<file path="src/rtl/cfgx_pkg.sv">
package cfgx_pkg;

    typedef enum logic [1:0] {
        ENG_IDLE     = 2'd0,
        ENG_PUSH_OUT = 2'd1,
        ENG_PULL_IN  = 2'd2
    } eng_state_e;

    // register byte offsets (software-visible map)
    localparam int OFS_GIE   = 'h01C;
    localparam int OFS_ISR   = 'h020;
    localparam int OFS_IER   = 'h028;
    localparam int OFS_WQ    = 'h100;
    localparam int OFS_RQ    = 'h104;
    localparam int OFS_SIZE  = 'h108;
    localparam int OFS_CTRL  = 'h10C;
    localparam int OFS_STAT  = 'h110;
    localparam int OFS_VAC   = 'h114;
    localparam int OFS_OCC   = 'h118;

endpackage

</file>
<file path="src/rtl/cfgx_fifo.sv">
module cfgx_fifo #(
    parameter int W     = 32,
    parameter int DEPTH = 16,
    localparam int AW   = (DEPTH > 1) ? $clog2(DEPTH) : 1,
    localparam int CW   = $clog2(DEPTH + 1)
) (
    input  logic          clk,
    input  logic          rst_n,
    input  logic          push,
    input  logic [W-1:0]  wdata,
    input  logic          pop,
    output logic [W-1:0]  head,
    output logic [CW-1:0] count
);

    logic [W-1:0]  mem [DEPTH];
    logic [AW-1:0] wr_ptr, rd_ptr;
    logic          do_push, do_pop;

    function automatic logic [AW-1:0] step(input logic [AW-1:0] p);
        return (p == AW'(DEPTH - 1)) ? '0 : p + AW'(1);
    endfunction

    assign do_push = push && (count != CW'(DEPTH));
    assign do_pop  = pop  && (count != '0);
    assign head    = mem[rd_ptr];

    always_ff @(posedge clk) begin
        if (do_push) begin
            mem[wr_ptr] <= wdata;
        end
    end

    always_ff @(posedge clk) begin
        if (!rst_n) begin
            wr_ptr <= '0;
            rd_ptr <= '0;
            count  <= '0;
        end else begin
            if (do_push) wr_ptr <= step(wr_ptr);
            if (do_pop)  rd_ptr <= step(rd_ptr);
            unique case ({do_push, do_pop})
                2'b10:   count <= count + CW'(1);
                2'b01:   count <= count - CW'(1);
                default: count <= count;
            endcase
        end
    end

endmodule

</file>
<file path="src/rtl/cfgx_engine.sv">
module cfgx_engine
    import cfgx_pkg::*;
#(
    parameter int SIZE_W = 32
) (
    input  logic              clk,
    input  logic              rst_n,
    input  logic              req_out,
    input  logic              req_in,
    input  logic [SIZE_W-1:0] size,
    input  logic              wq_empty,
    input  logic              rq_full,
    input  logic              port_ready,
    output eng_state_e        state,
    output logic              wq_pop,
    output logic              rq_push,
    output logic              port_wr,
    output logic              port_rd,
    output logic              done,
    output logic              finish
);

    eng_state_e        state_d;
    logic [SIZE_W-1:0] remain_q;

    // next-state selection: out-going request outranks the readback request
    always_comb begin
        state_d = state;
        unique case (state)
            ENG_IDLE: begin
                if (req_out)     state_d = ENG_PUSH_OUT;   // launch-out
                else if (req_in) state_d = ENG_PULL_IN;    // launch-in
            end
            ENG_PUSH_OUT: begin
                if (wq_empty)    state_d = ENG_IDLE;       // drained
            end
            ENG_PULL_IN: begin
                if (remain_q == '0) state_d = ENG_IDLE;    // counted
            end
            default:             state_d = ENG_IDLE;
        endcase
    end

    // state register
    always_ff @(posedge clk) begin
        if (!rst_n) state <= ENG_IDLE;
        else        state <= state_d;
    end

    // outputs
    always_comb begin
        port_wr = 1'b0;
        port_rd = 1'b0;
        unique case (state)
            ENG_PUSH_OUT: port_wr = !wq_empty;
            ENG_PULL_IN:  port_rd = (remain_q != '0) && !rq_full;
            default: begin
                port_wr = 1'b0;
                port_rd = 1'b0;
            end
        endcase
        wq_pop  = port_wr && port_ready;
        rq_push = port_rd && port_ready;
        finish  = (state != ENG_IDLE) && (state_d == ENG_IDLE);
    end

    always_ff @(posedge clk) begin
        if (!rst_n) begin
            remain_q <= '0;
            done     <= 1'b1;
        end else begin
            if (state == ENG_IDLE && state_d == ENG_PULL_IN) remain_q <= size;
            else if (rq_push)                                 remain_q <= remain_q - SIZE_W'(1);
            if (state == ENG_IDLE && state_d != ENG_IDLE)     done <= 1'b0;
            else if (finish)                                  done <= 1'b1;
        end
    end

endmodule

</file>
<file path="src/rtl/cfgport_bridge.sv">
module cfgport_bridge
    import cfgx_pkg::*;
#(
    parameter int DEPTH  = 16,
    parameter int ADDR_W = 9,
    parameter int DATA_W = 32
) (
    input  logic              clk,
    input  logic              rst_n,
    input  logic [ADDR_W-1:0] bus_addr,
    input  logic              bus_wr,
    input  logic              bus_rd,
    input  logic [DATA_W-1:0] bus_wdata,
    output logic [DATA_W-1:0] bus_rdata,
    output logic              cfg_wr_valid,
    output logic [DATA_W-1:0] cfg_wdata,
    output logic              cfg_rd_req,
    input  logic [DATA_W-1:0] cfg_rdata,
    input  logic              cfg_ready,
    output logic              irq
);

    localparam int CNT_W = $clog2(DEPTH + 1);

    eng_state_e        eng_state;
    logic              wq_pop, rq_push, eng_done, eng_finish;
    logic [CNT_W-1:0]  wq_count, rq_count;
    logic [DATA_W-1:0] rq_head;
    logic [DATA_W-1:0] size_q;
    logic              gie_q, ier_q, isr_q;
    logic              ctrl_hit, wq_push, rq_pop;

    function automatic logic at(input logic [ADDR_W-1:0] a, input int ofs);
        return a == ADDR_W'(ofs);
    endfunction

    assign wq_push  = bus_wr && at(bus_addr, OFS_WQ);
    assign rq_pop   = bus_rd && at(bus_addr, OFS_RQ) && (rq_count != '0);
    assign ctrl_hit = bus_wr && at(bus_addr, OFS_CTRL);

    cfgx_fifo #(.W(DATA_W), .DEPTH(DEPTH)) u_wq (
        .clk   (clk),
        .rst_n (rst_n),
        .push  (wq_push),
        .wdata (bus_wdata),
        .pop   (wq_pop),
        .head  (cfg_wdata),
        .count (wq_count)
    );

    cfgx_fifo #(.W(DATA_W), .DEPTH(DEPTH)) u_rq (
        .clk   (clk),
        .rst_n (rst_n),
        .push  (rq_push),
        .wdata (cfg_rdata),
        .pop   (rq_pop),
        .head  (rq_head),
        .count (rq_count)
    );

    cfgx_engine #(.SIZE_W(DATA_W)) u_eng (
        .clk        (clk),
        .rst_n      (rst_n),
        .req_out    (ctrl_hit && bus_wdata[0]),
        .req_in     (ctrl_hit && bus_wdata[1]),
        .size       (size_q),
        .wq_empty   (wq_count == '0),
        .rq_full    (rq_count == CNT_W'(DEPTH)),
        .port_ready (cfg_ready),
        .state      (eng_state),
        .wq_pop     (wq_pop),
        .rq_push    (rq_push),
        .port_wr    (cfg_wr_valid),
        .port_rd    (cfg_rd_req),
        .done       (eng_done),
        .finish     (eng_finish)
    );

    always_ff @(posedge clk) begin
        if (!rst_n) begin
            size_q <= '0;
            gie_q  <= 1'b0;
            ier_q  <= 1'b0;
            isr_q  <= 1'b0;
        end else begin
            if (bus_wr && at(bus_addr, OFS_SIZE)) size_q <= bus_wdata;
            if (bus_wr && at(bus_addr, OFS_GIE))  gie_q  <= bus_wdata[DATA_W-1];
            if (bus_wr && at(bus_addr, OFS_IER))  ier_q  <= bus_wdata[0];
            if (eng_finish)                                        isr_q <= 1'b1;
            else if (bus_wr && at(bus_addr, OFS_ISR) && bus_wdata[0]) isr_q <= 1'b0;
        end
    end

    assign irq = gie_q && ier_q && isr_q;

    always_comb begin
        bus_rdata = '0;
        if (at(bus_addr, OFS_RQ))
            bus_rdata = (rq_count != '0) ? rq_head : '0;
        else if (at(bus_addr, OFS_SIZE))
            bus_rdata = size_q;
        else if (at(bus_addr, OFS_CTRL))
            bus_rdata = {{(DATA_W-2){1'b0}}, eng_state == ENG_PULL_IN, eng_state == ENG_PUSH_OUT};
        else if (at(bus_addr, OFS_STAT))
            bus_rdata = {{(DATA_W-1){1'b0}}, eng_done};
        else if (at(bus_addr, OFS_VAC))
            bus_rdata = DATA_W'(DEPTH) - DATA_W'(wq_count);
        else if (at(bus_addr, OFS_OCC))
            bus_rdata = DATA_W'(rq_count);
        else if (at(bus_addr, OFS_GIE))
            bus_rdata = {gie_q, {(DATA_W-1){1'b0}}};
        else if (at(bus_addr, OFS_ISR))
            bus_rdata = {{(DATA_W-1){1'b0}}, isr_q};
        else if (at(bus_addr, OFS_IER))
            bus_rdata = {{(DATA_W-1){1'b0}}, ier_q};
    end

endmodule

</file>
<file path="config.mk">
export PLATFORM = sky130hd
export DESIGN_NAME = cfgport_bridge
export DESIGN_NICKNAME = d
export VERILOG_FILES = /design/src/rtl/cfgx_pkg.sv /design/src/rtl/cfgx_fifo.sv /design/src/rtl/cfgx_engine.sv /design/src/rtl/cfgport_bridge.sv
export SDC_FILE = /design/constraint.sdc
export NUM_CORES = 1
export LEC_CHECK = 0
export ABC_AREA = 1
export BUFFER_PORTS_ARGS = -buffer_cell sky130_fd_sc_hd__buf_2
export CAP_MARGIN = 10
export CORE_MARGIN = 1.5
export CORE_UTILIZATION = 25
export DETAILED_ROUTE_END_ITERATION = 16
export PLACE_DENSITY = 0.49
export SYNTH_ARGS = -nofsm -noshare
export SYNTH_HDL_FRONTEND = slang
export SYNTH_SLANG_ARGS = --single-unit
</file>
<file path="constraint.sdc">
create_clock -name clk -period 3.1 [get_ports clk]
set_input_delay 0.31 -clock clk [delete_from_list [all_inputs] [get_ports clk]]
set_output_delay 0.31 -clock clk [all_outputs]
set_load 0.02 [all_outputs]
</file>
# After elaboration in Yosys (flattened, before gate mapping)
# Memory sizes are Yosys's and may differ from the RTL's. A register that Yosys moved wholly into a read port is not among the register bits.
# Cells that the tools add are included.
# word_totals
register_bits	96
mem_bits_rw	1024
in_bits	78
out_inout_bits	67
n_memories	2
# classes
add_sub_neg	10
n_eq_ne	24
mux	37
reduce_logical	39
# mem_list
name	depth	width	rd	rd_clocked_by_memory_dff	write_ports	line	source
u_rq.mem	16	32	1	1	1	cfgx_fifo.sv:16	logic [W-1:0] mem [DEPTH];
u_wq.mem	16	32	1	1	1	cfgx_fifo.sv:16	
# ops
operator	count
$mux 32	10
$eq 9x9->1 const B	7
$logic_not 32->1	1
$mux 4	8
$reduce_bool 32->1	1
$sub 32x1->32 const B	1
$logic_and 1x1->1	23
$pmux 5 s2	2
$eq 9x6->1 const B	2
$add 4x1->4 const B	4
$eq 4x4->1 const B	4
$reduce_bool 2->1	7
$mux 1	12
$add 5x1->5 const B	2
$ne 5x5->1 const B	2
$reduce_bool 5->1	2
$sub 5x1->5 const B	2
$eq 9x5->1 const B	1
$eq 2x2->1 const B	4
$mux 2	4
$eq 2x1->1 const B	3
$pmux 2 s3	1
$sub 5x5->6 const A	1
$eq 5x5->1 const B	1
other kinds (3)	5

# Longest topological paths before layout
# depth
depth_word	10
depth_mapped	21
depth_no_buf	20

# Modules after synthesis
# A second synthesis with hierarchy kept.
# hier_totals
cells_unflattened	4367
area_unflattened_um2	48761.8
# modules_own_cells
module	n_inst	cells_per_inst	area_per_inst_um2	seq_area_each_um2
cfgx_fifo at u_rq	1	1755	21876.0	15715.1
cfgx_fifo at u_wq	1	1755	21868.5	15715.1
cfgx_engine	1	497	2780.2	700.7
cfgport_bridge	1	360	2237.1	700.7

# Worst setup path before layout
# OpenSTA, ideal clock, no wires.
# synth_path
path_kind	register -> register
startpoint	register u_eng.remain_q[0]
endpoint	memory u_rq.mem[7][0], enable pin
t_arrival_ns	2.905
required_time_ns	2.679
path_slack_ns	-0.226
path_stages_with_launch	13
path_buffers	1
synth_period_minus_slack_ns	3.326
path_cell_list	dfxtp_1 > inv_1 > ha_1 > nand2_2 > nor2_8 > nand2_4 > clkinv_2 > nand2_2 > nand4_4 > buf_6 > nor2_1 > nand2_1 > nor2_1
# synth_via
elab_chain_cells	7
# synth_rtl
item	line	source
start, declared	cfgx_engine.sv:24	logic [SIZE_W-1:0] remain_q;
start signal, assigned	cfgx_engine.sv:72	if (state == ENG_IDLE && state_d == ENG_PULL_IN) remain_q <= size;
start signal, assigned	cfgx_engine.sv:73	else if (rq_push) remain_q <= remain_q - SIZE_W'(1);
$reduce_bool 32->1	cfgx_engine.sv:56	ENG_PULL_IN: port_rd = (remain_q != '0) && !rq_full;
$logic_and 1x1->1	cfgx_engine.sv:56	
$mux 1	cfgx_engine.sv:54	unique case (state)
$logic_and 1x1->1	cfgx_engine.sv:63	rq_push = port_rd && port_ready;
$logic_and 1x1->1	cfgx_fifo.sv:24	assign do_push = push && (count != CW'(DEPTH));
$mux 1	cfgx_fifo.sv:29	if (do_push) begin
$mux 1 (not written as such)	cfgx_fifo.sv:30	mem[wr_ptr] <= wdata;
end, declared	cfgx_fifo.sv:16	
# No other way between the ends.

==> results.yml <==
outcome:
  status: "finished, violations left"
  violations: "setup timing"
timing:
  whs_ns: 0.0682
  finalSetupViolCount: 1
  post-route-min-period_ns: 3.11
  timing.fmax_ghz: 0.322
  tightest_slew_ns: 0.644
  finalMaxSlewViolations: 0
  relSlewSlack_pct: 57.0
  period_share_pct: 100
  final.setup.worst_slack_ns: -0.00623
  rsz0062_at_grt: "true"
  fin_worst_skew_ns: 0.0255
  tns_ns: -0.00623
  finalHoldViolations: 0
synthesis:
  syn-instance-count: 3890
  synth.distinct_cells: 44
  syn_nets: 3992
  synth_top_cell_by_area: "edfxtp_1"
  synthFlopType: "edfxtp_1"
  synthArstFlopShare_pct: 0
  ys_warn_count: 0
  yosys-top-cells-count: "edfxtp_1 (1024), nor2_1 (484), o21ai_0 (442)"
  synth_top_area_share_pct: 65.6
  synth-seq-area-share_pct: 70.1
  postSynthAreaPerCell_um2: 12.0
  ys_ff_latch: 1128
  yosysMostFrequentCell: "edfxtp_1"
  synth_edf_count: 1024
  synthTopCellsByArea: "edfxtp_1 (66%), o21ai_0 (4.7%), dfxtp_1 (4.4%)"
  mappedNetlistArea_mm2: 0.0469
placed_design:
  place_area_mm2: 0.0516
  io_buffer_count: 144
  gp_congestion: 0.878
  dp_hpwl_um: 83300
  dp_worst_setup_slack_ns: 0.0915
clock_tree:
  cts_tree: "yes"
  worstSkewPairLatency_ns: 0.77
  path_clk_slew_ns: 0.05
  numCtsBuffers: 130
  root_buffer: "clkbuf_16"
  h-tree-depth: 4
  clockBufferDepth: 3
  clock_sinks: 1128
routing:
  drc_errors: 0
  drt-initial-drc-count: 2604
  firstDrtPassIters: 5
  vias: 31100
  via_per_inst: 4.60
  drt_wl_total_um: 144000
  wl_per_cell_um: 21.3
  ant_nets: 0
global_routing:
  grt-ovfl-total: 0
  grt_first_pass_wirelength_um: 207000
  grt_max_degree: 129
  antenna_found_initial: 22
  track_usage_pct: 14.5
  grt_pass1_vias: 30200
floorplanning:
  die_y_um: 436
  rows: 158
  die_area_mm2: 0.190
  core_mm2: 0.186
  start_util_pct: 25.2
  pin_count: 145
  dieWidth_um: 436
power_and_ir_drop:
  power_per_cell_area_mw_per_mm2: 549
  leakagePower_nw: 19.4
  ir_drop_uv: 428
setup_path:
  cp_max_fo: 16
  start_kind: "register"
  cp.arrival_ns: 2.80
  crit_path_end_kind: "output port"
  cp.required_ns: 2.79
  path_class: "reg2out"
job:
  maxCapViolCount: 0
final_layout:
  fin_util_pct: 31.0
  drive_gt1_share_pct: 14.7
  area_delta_synth_final_pct: 23.1
  fin_area_mm2: 0.0577
  finalNetCount: 4282
min_path:
  hp-class: "in2reg"
==> repair_timing <==
item,in CTS,in global routing
setup endpoints to repair,38,40
cloned,10,12
setup buffers,14,15
pin swaps,3,37
resized for setup,56,108
endpoints found under the hold margin,976,0
hold buffers,67,0
==> power breakdown <==
part           leakage [nW]  switching [W]  total, W  internal [W]
clock                  1.97        0.00630    0.0147       0.00837
sequential             10.0    0.000000689    0.0166        0.0166
combinational          7.37       0.000323  0.000430      0.000107
total                  19.4        0.00663    0.0317        0.0250
==> cell type report <==
| cell class | instances | area, um^2 |
|---|---|---|
| diodes | 5 | 12.5 |
| clock buffers | 175 | 3510 |
| clock inverters | 58 | 572 |
| fillers | 18700 | 128000 |
| inverters | 305 | 1180 |
| multi-input cells | 2225 | 12300 |
| flip-flops and latches | 1128 | 32900 |
| well taps | 2480 | 3100 |
| repair buffers | 387 | 4100 |
| repair inverters | 3 | 33.8 |
==> logic make-up after synthesis <==
group                    count (synthesis)  synth area share (%)
AO/OA/AOI/OAI                          976                  11.9
XOR/XNOR                                19                 0.355
adder cells (fa/ha/maj)                 24                 0.657
buffers and inverters                  537                  4.68
flip-flops                            1128                  70.1
multiplexers                           128                  2.73
AND/OR/NAND/NOR                       1078                  9.62
==> path summary, 6_finish.rpt <==
check                                    from          endpoint  slack, ns  cells past startpoint
worst max-delay path                 register      bus_rdata[0]     -0.006                     10
worst min-delay path             bus_wdata[0]    u_eng.state[1]       0.07                      4
worst max register to register  u_wq.count[1]  u_wq.mem[13][11]       0.29                     12
worst min register to register          gie_q             gie_q       0.47                      2
==> critical path: stages (launching register included) <==
cell and delay (ns):
dfxtp_4 0.52, clkinv_16 0.15, buf_4 0.17, clkbuf_16 0.18, nor2_1 0.10, o211ai_1 0.12, nand3_1 0.11, nand2_2 0.09
nand2_2 0.08, nand4_1 0.27, buf_6 0.24
==> placed cells by master, fill, tap and decap left out, types with 56 or more instances in the layout <==
master / netlist / layout
a21oi_1: 213 / 206
buf_12: 0 / 56
edfxtp_1: 1024 / 1024
nand3_1: 193 / 183
o211ai_1: 245 / 245
buf_2: 70 / 117
nand2_1: 337 / 318
inv_1: 294 / 291
clkbuf_16: 0 / 140
nor2_1: 484 / 443
dlygate4sd3_1: 0 / 67
buf_4: 15 / 104
o21ai_0: 442 / 425
dfxtp_1: 104 / 95
mux2i_1: 128 / 128
==> routing by layer <==
metal  routed length (um)  up-vias  GRT usage, %  share of wire [%]
met5                   80        -             0              0.056
met4                 4700       14          5.16                3.3
met3                 7040      206          2.37                4.9
met2                70600      778          24.6                 49
met1                61400    15500          18.7                 43
li1                     -    14600             -                  -
==> per-stage QoR <==
step / power (W) / std cells
6_report: 0.0317 / 6766
5_1_grt: 0.0326 / 6763
4_1_cts: 0.0320 / 6735
3_5_place_dp: 0.0172 / 6411
3_3_place_gp: 0.0172 / 6411
2_1_floorplan: 0.0169 / 3890
==> state kept, by name (all words and copies together) (netlist names), named ones only <==
register        cells
u_wq.rd_ptr         4
u_eng.state         2
u_wq.mem          512
u_wq.count          5
gie_q               1
u_rq.rd_ptr         4
isr_q               1
size_q             32
u_wq.wr_ptr         4
u_eng.done          1
u_rq.mem          512
u_rq.wr_ptr         4
ier_q               1
u_rq.count          5
u_eng.remain_q     32
Note: power is estimated with default switching activity, not from simulation.
